===== src/rtl/sdram_boot_pkg.sv =====
package sdram_boot_pkg;

  typedef struct packed {
    logic cs_n;
    logic ras_n;
    logic cas_n;
    logic we_n;
  } sd_cmd_t;

  localparam sd_cmd_t CMD_NOP = sd_cmd_t'(4'b0111);
  localparam sd_cmd_t CMD_PRE = sd_cmd_t'(4'b0010);
  localparam sd_cmd_t CMD_REF = sd_cmd_t'(4'b0001);
  localparam sd_cmd_t CMD_MRS = sd_cmd_t'(4'b0000);

  typedef enum logic [2:0] {
    PH_STABLE,
    PH_REF,
    PH_MODE,
    PH_FINAL,
    PH_READY,
    PH_FAULT
  } boot_phase_t;

  function automatic int unsigned max_of(input int unsigned a, input int unsigned b);
    return (a > b) ? a : b;
  endfunction

endpackage


===== src/rtl/boot_mode_word.sv =====
module boot_mode_word #(
  parameter int unsigned ADDR_W = 12
) (
  input  logic [2:0]        bl_code,
  input  logic              interleave,
  input  logic [2:0]        cas_code,
  input  logic              single_write,
  output logic [ADDR_W-1:0] word,
  output logic              legal
);
  logic len_ok;
  logic lat_ok;

  always_comb begin
    word      = '0;
    word[2:0] = bl_code;
    word[3]   = interleave;
    word[6:4] = cas_code;
    word[8:7] = 2'b00;
    word[9]   = single_write;
  end

  // Fixed lengths 1..8 always; full page only with sequential order.
  assign len_ok = (bl_code[2] == 1'b0) || ((bl_code == 3'b111) && !interleave);
  assign lat_ok = (cas_code == 3'b010) || (cas_code == 3'b011);
  assign legal  = len_ok && lat_ok;
endmodule


===== src/rtl/boot_gap_timer.sv =====
module boot_gap_timer #(
  parameter int unsigned CNT_W    = 16,
  parameter int unsigned INIT_VAL = 1
) (
  input  logic             clk,
  input  logic             rst_n,
  input  logic             load,
  input  logic [CNT_W-1:0] load_val,
  output logic             expired
);
  logic [CNT_W-1:0] cnt_q;

  always_ff @(posedge clk or negedge rst_n) begin
    if (!rst_n)            cnt_q <= CNT_W'(INIT_VAL);
    else if (load)         cnt_q <= load_val;
    else if (cnt_q != '0)  cnt_q <= cnt_q - CNT_W'(1);
  end

  assign expired = (cnt_q == '0);
endmodule


===== src/rtl/sdram_boot_seq.sv =====
module sdram_boot_seq
  import sdram_boot_pkg::*;
#(
  parameter int unsigned CLK_MHZ       = 200,
  parameter int unsigned STABLE_US     = 200,
  parameter int unsigned AR_COUNT      = 2,
  parameter bit          REFRESH_FIRST = 1'b1,
  parameter int unsigned T_RP          = 3,
  parameter int unsigned T_RC          = 9,
  parameter int unsigned T_MRD         = 2,
  parameter int unsigned ADDR_W        = 12,
  parameter int unsigned BA_W          = 2
) (
  input  logic              clk,
  input  logic              rst_n,
  input  logic [2:0]        cfg_bl_code,
  input  logic              cfg_interleave,
  input  logic [2:0]        cfg_cas_code,
  input  logic              cfg_single_write,
  output logic              sd_cke,
  output logic              sd_cs_n,
  output logic              sd_ras_n,
  output logic              sd_cas_n,
  output logic              sd_we_n,
  output logic              sd_dqm,
  output logic [BA_W-1:0]   sd_ba,
  output logic [ADDR_W-1:0] sd_addr,
  output logic              init_done,
  output logic              init_err
);
  localparam int unsigned STABLE_CYC = CLK_MHZ * STABLE_US;
  localparam int unsigned REF_N  = (AR_COUNT < 2) ? 2 : AR_COUNT;
  localparam int unsigned RP_N   = (T_RP  < 1) ? 1 : T_RP;
  localparam int unsigned RC_N   = (T_RC  < 1) ? 1 : T_RC;
  localparam int unsigned MRD_N  = (T_MRD < 1) ? 1 : T_MRD;
  localparam int unsigned LONGEST = max_of(max_of(STABLE_CYC, RP_N), max_of(RC_N, MRD_N));
  localparam int unsigned CNT_W  = $clog2(LONGEST + 1);
  localparam int unsigned REF_W  = $clog2(REF_N + 1);
  localparam int unsigned AP_BIT = 10;

  boot_phase_t       phase_q, phase_d;
  logic [REF_W-1:0]  refs_left_q, refs_left_d;
  sd_cmd_t           cmd_q, cmd_d;
  logic [ADDR_W-1:0] addr_q, addr_d;
  logic              done_q, done_d;
  logic              err_q, err_d;
  logic              gap_over;
  logic              gap_load;
  logic [CNT_W-1:0]  gap_val;
  logic [ADDR_W-1:0] mode_word;
  logic              mode_legal;

  boot_mode_word #(.ADDR_W(ADDR_W)) u_word (
    .bl_code      (cfg_bl_code),
    .interleave   (cfg_interleave),
    .cas_code     (cfg_cas_code),
    .single_write (cfg_single_write),
    .word         (mode_word),
    .legal        (mode_legal)
  );

  // One shared counter covers the stabilization wait and every command gap.
  boot_gap_timer #(.CNT_W(CNT_W), .INIT_VAL(STABLE_CYC)) u_gap (
    .clk      (clk),
    .rst_n    (rst_n),
    .load     (gap_load),
    .load_val (gap_val),
    .expired  (gap_over)
  );

  always_comb begin
    phase_d     = phase_q;
    refs_left_d = refs_left_q;
    cmd_d       = CMD_NOP;
    addr_d      = '0;
    done_d      = done_q;
    err_d       = err_q;
    gap_load    = 1'b0;
    gap_val     = '0;
    case (phase_q)
      PH_STABLE: if (gap_over) begin
        cmd_d          = CMD_PRE;
        addr_d[AP_BIT] = 1'b1;
        gap_load       = 1'b1;
        gap_val        = CNT_W'(RP_N - 1);
        phase_d        = REFRESH_FIRST ? PH_REF : PH_MODE;
      end
      PH_REF: if (gap_over) begin
        cmd_d       = CMD_REF;
        gap_load    = 1'b1;
        gap_val     = CNT_W'(RC_N - 1);
        refs_left_d = refs_left_q - REF_W'(1);
        if (refs_left_q == REF_W'(1))
          phase_d = REFRESH_FIRST ? PH_MODE : PH_FINAL;
      end
      PH_MODE: if (gap_over) begin
        if (mode_legal) begin
          cmd_d    = CMD_MRS;
          addr_d   = mode_word;
          gap_load = 1'b1;
          gap_val  = CNT_W'(MRD_N - 1);
          phase_d  = REFRESH_FIRST ? PH_FINAL : PH_REF;
        end else begin
          err_d   = 1'b1;
          phase_d = PH_FAULT;
        end
      end
      PH_FINAL: if (gap_over) begin
        done_d  = 1'b1;
        phase_d = PH_READY;
      end
      default: ;
    endcase
  end

  always_ff @(posedge clk or negedge rst_n) begin
    if (!rst_n) begin
      phase_q     <= PH_STABLE;
      refs_left_q <= REF_W'(REF_N);
      cmd_q       <= CMD_NOP;
      addr_q      <= '0;
      done_q      <= 1'b0;
      err_q       <= 1'b0;
    end else begin
      phase_q     <= phase_d;
      refs_left_q <= refs_left_d;
      cmd_q       <= cmd_d;
      addr_q      <= addr_d;
      done_q      <= done_d;
      err_q       <= err_d;
    end
  end

  assign sd_cke    = 1'b1;
  assign sd_dqm    = 1'b1;
  assign sd_cs_n   = cmd_q.cs_n;
  assign sd_ras_n  = cmd_q.ras_n;
  assign sd_cas_n  = cmd_q.cas_n;
  assign sd_we_n   = cmd_q.we_n;
  assign sd_ba     = '0;
  assign sd_addr   = addr_q;
  assign init_done = done_q;
  assign init_err  = err_q;
endmodule


===== config.mk =====
export PLATFORM = sky130hd
export DESIGN_NAME = sdram_boot_seq
export DESIGN_NICKNAME = d
export VERILOG_FILES = /design/src/rtl/sdram_boot_pkg.sv /design/src/rtl/boot_mode_word.sv /design/src/rtl/boot_gap_timer.sv /design/src/rtl/sdram_boot_seq.sv
export SDC_FILE = /design/constraint.sdc
export NUM_CORES = 1
export LEC_CHECK = 0
export ABC_AREA = 1
export BUFFER_PORTS_ARGS = -buffer_cell sky130_fd_sc_hd__buf_2
export CAP_MARGIN = 30
export CORE_ASPECT_RATIO = 0.7
export CORE_MARGIN = 2
export CORE_UTILIZATION = 55
export CTS_BUF_LIST = sky130_fd_sc_hd__clkbuf_8
export CTS_CLUSTER_SIZE = 30
export DETAILED_ROUTE_END_ITERATION = 6
export HOLD_SLACK_MARGIN = 0.12
export PLACE_DENSITY = 0.89
export SYNTH_ARGS = -nofsm -noshare
export SYNTH_HDL_FRONTEND = slang
export SYNTH_SLANG_ARGS = --single-unit

===== constraint.sdc =====
create_clock -name clk -period 4.2 [get_ports clk]
set_input_delay 0.21 -clock clk [delete_from_list [all_inputs] [get_ports clk]]
set_output_delay 0.21 -clock clk [all_outputs]
set_load 0.1 [all_outputs]

# After elaboration in Yosys (flattened, before gate mapping)
# Index checks and enable logic that the tools add are counted.
[totals] elab_cells=69 regBits=39 out_inout_bits=22
[classes] n_bitwise=2 n_reduce_logical=15 n_mux=28 eq_ne=12 add_sub_neg=2
[ops] operator="one-hot mux 16 bit (3 select lines)" n=1
[ops] operator="2-to-1 mux 16 bit" n=2
[ops] operator="2-to-1 mux 10 bit" n=3
[ops] operator="2-to-1 mux 3 bit" n=10
[ops] operator="logical NOT 16 bit" n=1
[ops] operator="nonzero test 16 bit" n=1
[ops] operator="subtractor 16 x 1 -> 16 bit (second input constant)" n=1
[ops] operator="== test 3 x 2 -> 1 bit (second input constant)" n=4
[ops] operator="one-hot mux 3 bit (4 select lines)" n=1
[ops] operator="!= test 2 bit (second input constant)" n=5
[ops] operator="one-hot mux 3 bit (3 select lines)" n=1
[ops] operator="2-to-1 mux 1 bit" n=6
[ops] operator="AND reduction 6 bit" n=1
[ops] operator="2-to-1 mux 4 bit" n=1
[ops] operator="one-hot mux 1 bit (2 select lines)" n=2
[ops] operator="AND reduction 2 bit" n=2
[ops] operator="nonzero test 4 bit" n=1
[ops] operator="== test 3 x 1 -> 1 bit (second input constant)" n=1
[ops] operator="== test 3 bit (second input constant)" n=1
[ops] operator="logical NOT 3 bit" n=1
[ops] operator="AND reduction 3 bit" n=1
[ops] operator="== test 2 x 1 -> 1 bit (second input constant)" n=1
[ops] operator="logical AND 1 bit" n=2
[ops] operator="logical OR 1 bit" n=2
[ops] operator="6 further kinds" n=7

# Longest topological paths before layout
[logic_depth] depth_word=8 mapped_depth=11

# By module
# From an unflattened synthesis, not the netlist that was laid out.
[hier_totals] cells_unflattened=291 hier_area_um2=2313.5
[by_module_without_submodules] mod="boot_gap_timer" cells_each=167 seq_area_each_um2=406.6 instances=1 area_per_inst_um2=1191.1
[by_module_without_submodules] mod="sdram_boot_seq" cells_each=106 seq_area_each_um2=555.5 instances=1 area_per_inst_um2=998.5
[by_module_without_submodules] mod="boot_mode_word" cells_each=18 seq_area_each_um2=0.0 instances=1 area_per_inst_um2=123.9

# Worst setup path before layout
# Ideal clock, no wire load.
[synth_timing] path_kind="register to register" startpoint="register u_gap.cnt_q[0]" endpoint="register u_gap.cnt_q[3]" period_less_slack_ps=1502 setup_slack_ps=2698 path_buffers=1 path_stages_with_launch=9 arrival_time_ps=1381 required_time_ps=4079 cell_sequence="dfrtp_1 inv_1 ha_1 nand2_2 nor2_4 and2_1 buf_4 nand3_2 a21boi_1"
[synth_via] elab_chain_len=4 word_cells_on_any_way=11 classes_between="add/sub (1); mux (7); reduce/logical (3)"
[synth_lines] element="start, declared" line_no="boot_gap_timer.sv:11" text="logic [CNT_W-1:0] cnt_q;"
[synth_lines] element="start signal, assigned" line_no="boot_gap_timer.sv:14" text="if (!rst_n) cnt_q <= CNT_W'(INIT_VAL);"
[synth_lines] element="start signal, assigned" line_no="boot_gap_timer.sv:15" text="else if (load) cnt_q <= load_val;"
[synth_lines] element="start signal, assigned" line_no="boot_gap_timer.sv:16" text="else if (cnt_q != '0) cnt_q <= cnt_q - CNT_W'(1);"
[synth_lines] element="parallel branches: the longest is 4 deep, another holds subtractor 16 x 1 -> 16 bit"
# Parallel ways; which one is timed is not known. The select of a mux whose other input is x is not followed.
# A chain may end at the register's enable or synchronous reset.

# Final worst setup path
# Ends and elaborated chain as after synthesis.

==> reports/qor.yml <==
critPathMaxFanout: 6
end_kind: "register"
dp.final_hpwl_um: 2570
critical_path_class: "register to register"
hold_viol_final: 0
fin_crit_sh_pct: 41.5
mostFrequentLayoutCell: "nand2_1"
seq_power_share_pct: 48.3
drv_cap: 0
first_global_vias: 1251
drtIter0Drc: 70
crit_required_ns: 4.38
cts-root-buf: "clkbuf_8"
synth_seq_cells: 35
dieArea_um2: 3850
synthFlopType: "dfrtp_1"
synth_area_um2: 1850
dp_slack_ns: 2.48
core_um2: 3190
cts_resized: 0
gp_congestion: 0.895
status: "finished clean"
p_comb_share_pct: 7.1
fin_nets: 254
layout-drive-gt1-share_pct: 26.7
drc: 0
async_reset_ff_share_pct: 100
clkSinkCount: 35
yosysTopAreaCell: "dfrtp_1"
synthCells: 213
dr_total_vias: 1400
arrival_ns: 1.92
power.switching_uw: 165
fin_setup_tns_ns: 0
slew_headroom_pct: 50.5
finClkSkew_ns: 0.00780
synth.area.top_cells: "dfrtp_1 35%, dfstp_2 13%, nand2_1 7.9%"
setup_viol: 0
io_buffers: 23
rows: 17
cts.reportedPaths.clkPinSlew_ns: 0.07
swShare_pct: 23.6
avgSynthCellArea_um2: 8.69
slew_violations: 0
clock_tree.buffer_depth: 2
firstDrtPassIters: 4
hold_path.class: "input pin to register"
power.leakage_uw: 0.00129
rsz0062_at_grt: "no"
layout_common_cells: "39 x nand2_1, 30 x nor2_1, 29 x inv_1"
clkLatencyLatePin_ns: 0.29
numCtsBuffers: 5
antenna_found_initial: 0
track_usage_pct: 20.2
grt-ovfl-total: 0
synth_edf_count: 0
tightest_slew_ns: 0.743
die_y_um: 52.5
wl_per_cell_um: 12.2
yosysWarnings: 0
die_w_um: 73.3
multi_input_comb_area_um2: 810
synth_seq_area_share_pct: 47.9
grt_pass1_wl_um: 5640
fillCellCount: 267
irDropWorstVdd_v: 0.000287
power_density_nw_per_um2: 333
wl_um: 3420
intPower_uw: 535
critPathLaunchType: "register"
regArea_um2: 887
io-pin-count: 32
diodes: 0
clkPwrFrac_pct: 44.6
period_minus_slack_ns: 1.74
grt_max_degree: 36
cts_tree: "done"
htree_levels: 2
area_growth_pct: 13.5
start_util_pct: 58.0
fin_ws_ns: 2.46
netlist.area_leader.share_pct: 35.2
fmax_ghz: 0.573
antenna_left: 0
vias_per_cell: 4.98
synth_cell_types: 32
per-layer routing:
metal	vias to the layer above	wire length, um	GRT usage (%)
li1	692	-	-
met1	648	1680	26.0
met2	51	1400	30.9
met3	9	258	6.35
met4	0	78	10.3
met5	-	0	0
flip-flops by register name (all words and copies together) (netlist names):
register / flops
init_done: 1
init_err: 1
sd_addr: 9
phase_q: 3
sd_we_n: 1
refs_left_q: 2
u_gap.cnt_q: 16
sd_cas_n: 1
sd_ras_n: 1
power by group through the flow:
stage | Sequential, uW | Clock (uW) | Combinational (uW)
finish | 338 | 312 | 49.5
global route | 338 | 329 | 52.4
CTS | 338 | 318 | 49.9
detailed placement | 344 | 0 | 49.1
global placement | 344 | 0 | 48.8
floorplan | 348 | 0 | 39.4
metrics by stage:
step / area [um2] / cells / total power (uW) / hold WS, ns / utilization, %
floorplan: 1880 / 220 / 387 / -0.0856 / -
global placement: 1970 / 272 / 393 / 0.316 / 61.8
detailed placement: 1970 / 272 / 393 / 0.317 / 61.8
CTS: 2100 / 281 / 706 / 0.129 / 65.8
global route: 2100 / 281 / 719 / 0.135 / 65.8
finish: 2100 / 281 / 700 / 0.129 / 65.8
synth_stat cells, types with 3 or more instances:
| master | instances |
|---|---|
| a21oi_1 | 3 |
| buf_4 | 9 |
| dfrtp_1 | 26 |
| dfstp_2 | 9 |
| inv_1 | 29 |
| nand2_1 | 39 |
| nand3_1 | 8 |
| nor2_1 | 30 |
| nor2_2 | 11 |
| nor3_2 | 3 |
| xnor2_1 | 5 |
| xor2_1 | 10 |
final cells by class:
type / count / area share (%)
Clock inverter: 2 / 1.67
Clock buffer: 6 / 3.93
Multi-Input combinational cell: 146 / 38.6
Timing Repair Buffer: 24 / 5.96
Sequential cell: 35 / 42.3
Tap cell: 38 / 2.26
Inverter: 30 / 5.36
cells by family (layout without fill, tap and decap cells):
kind of cell               after synthesis  in the layout  synth area share (%)
buffers and inverters                   39             62                  9.74
xor gates and xnor gates                15             15                  7.10
adders and majority gates                2              2                  1.35
other                                    2              9                 0.406
AOI/OAI and AO/OA                       11             11                  3.72
DFF                                     35             35                  47.9
and+or+nand+nor                        109            109                  29.8
worst max-delay path: stages (launching register included):
cell and delay [ns]:
dfrtp_1 0.38, inv_1 0.12, ha_1 0.24, nand2_2 0.13
nor2_4 0.18, and2_1 0.29, nand3_2 0.15, a21boi_1 0.16
timing repair:
action,in CTS,in global routing
hold buffers,1,0
setup buffers,0,0
endpoints found under the hold margin,26,0
final timing paths:
check / start / end / depth (start not counted) / slack, ns
min in group asynchronous: rst_n / u_gap.cnt_q[9] / 2 / 0.51
hold reg to reg: init_err / init_err / 1 / 0.48
hold / removal: cfg_cas_code[0] / sd_addr[4] / 3 / 0.13
setup reg to reg: u_gap.cnt_q[0] / u_gap.cnt_q[3] / 7 / 2.46
setup / recovery: u_gap.cnt_q[0] / u_gap.cnt_q[3] / 7 / 2.46
max in group asynchronous: rst_n / phase_q[2] / 2 / 3.19
Note: power is estimated with default switching activity, not from simulation.
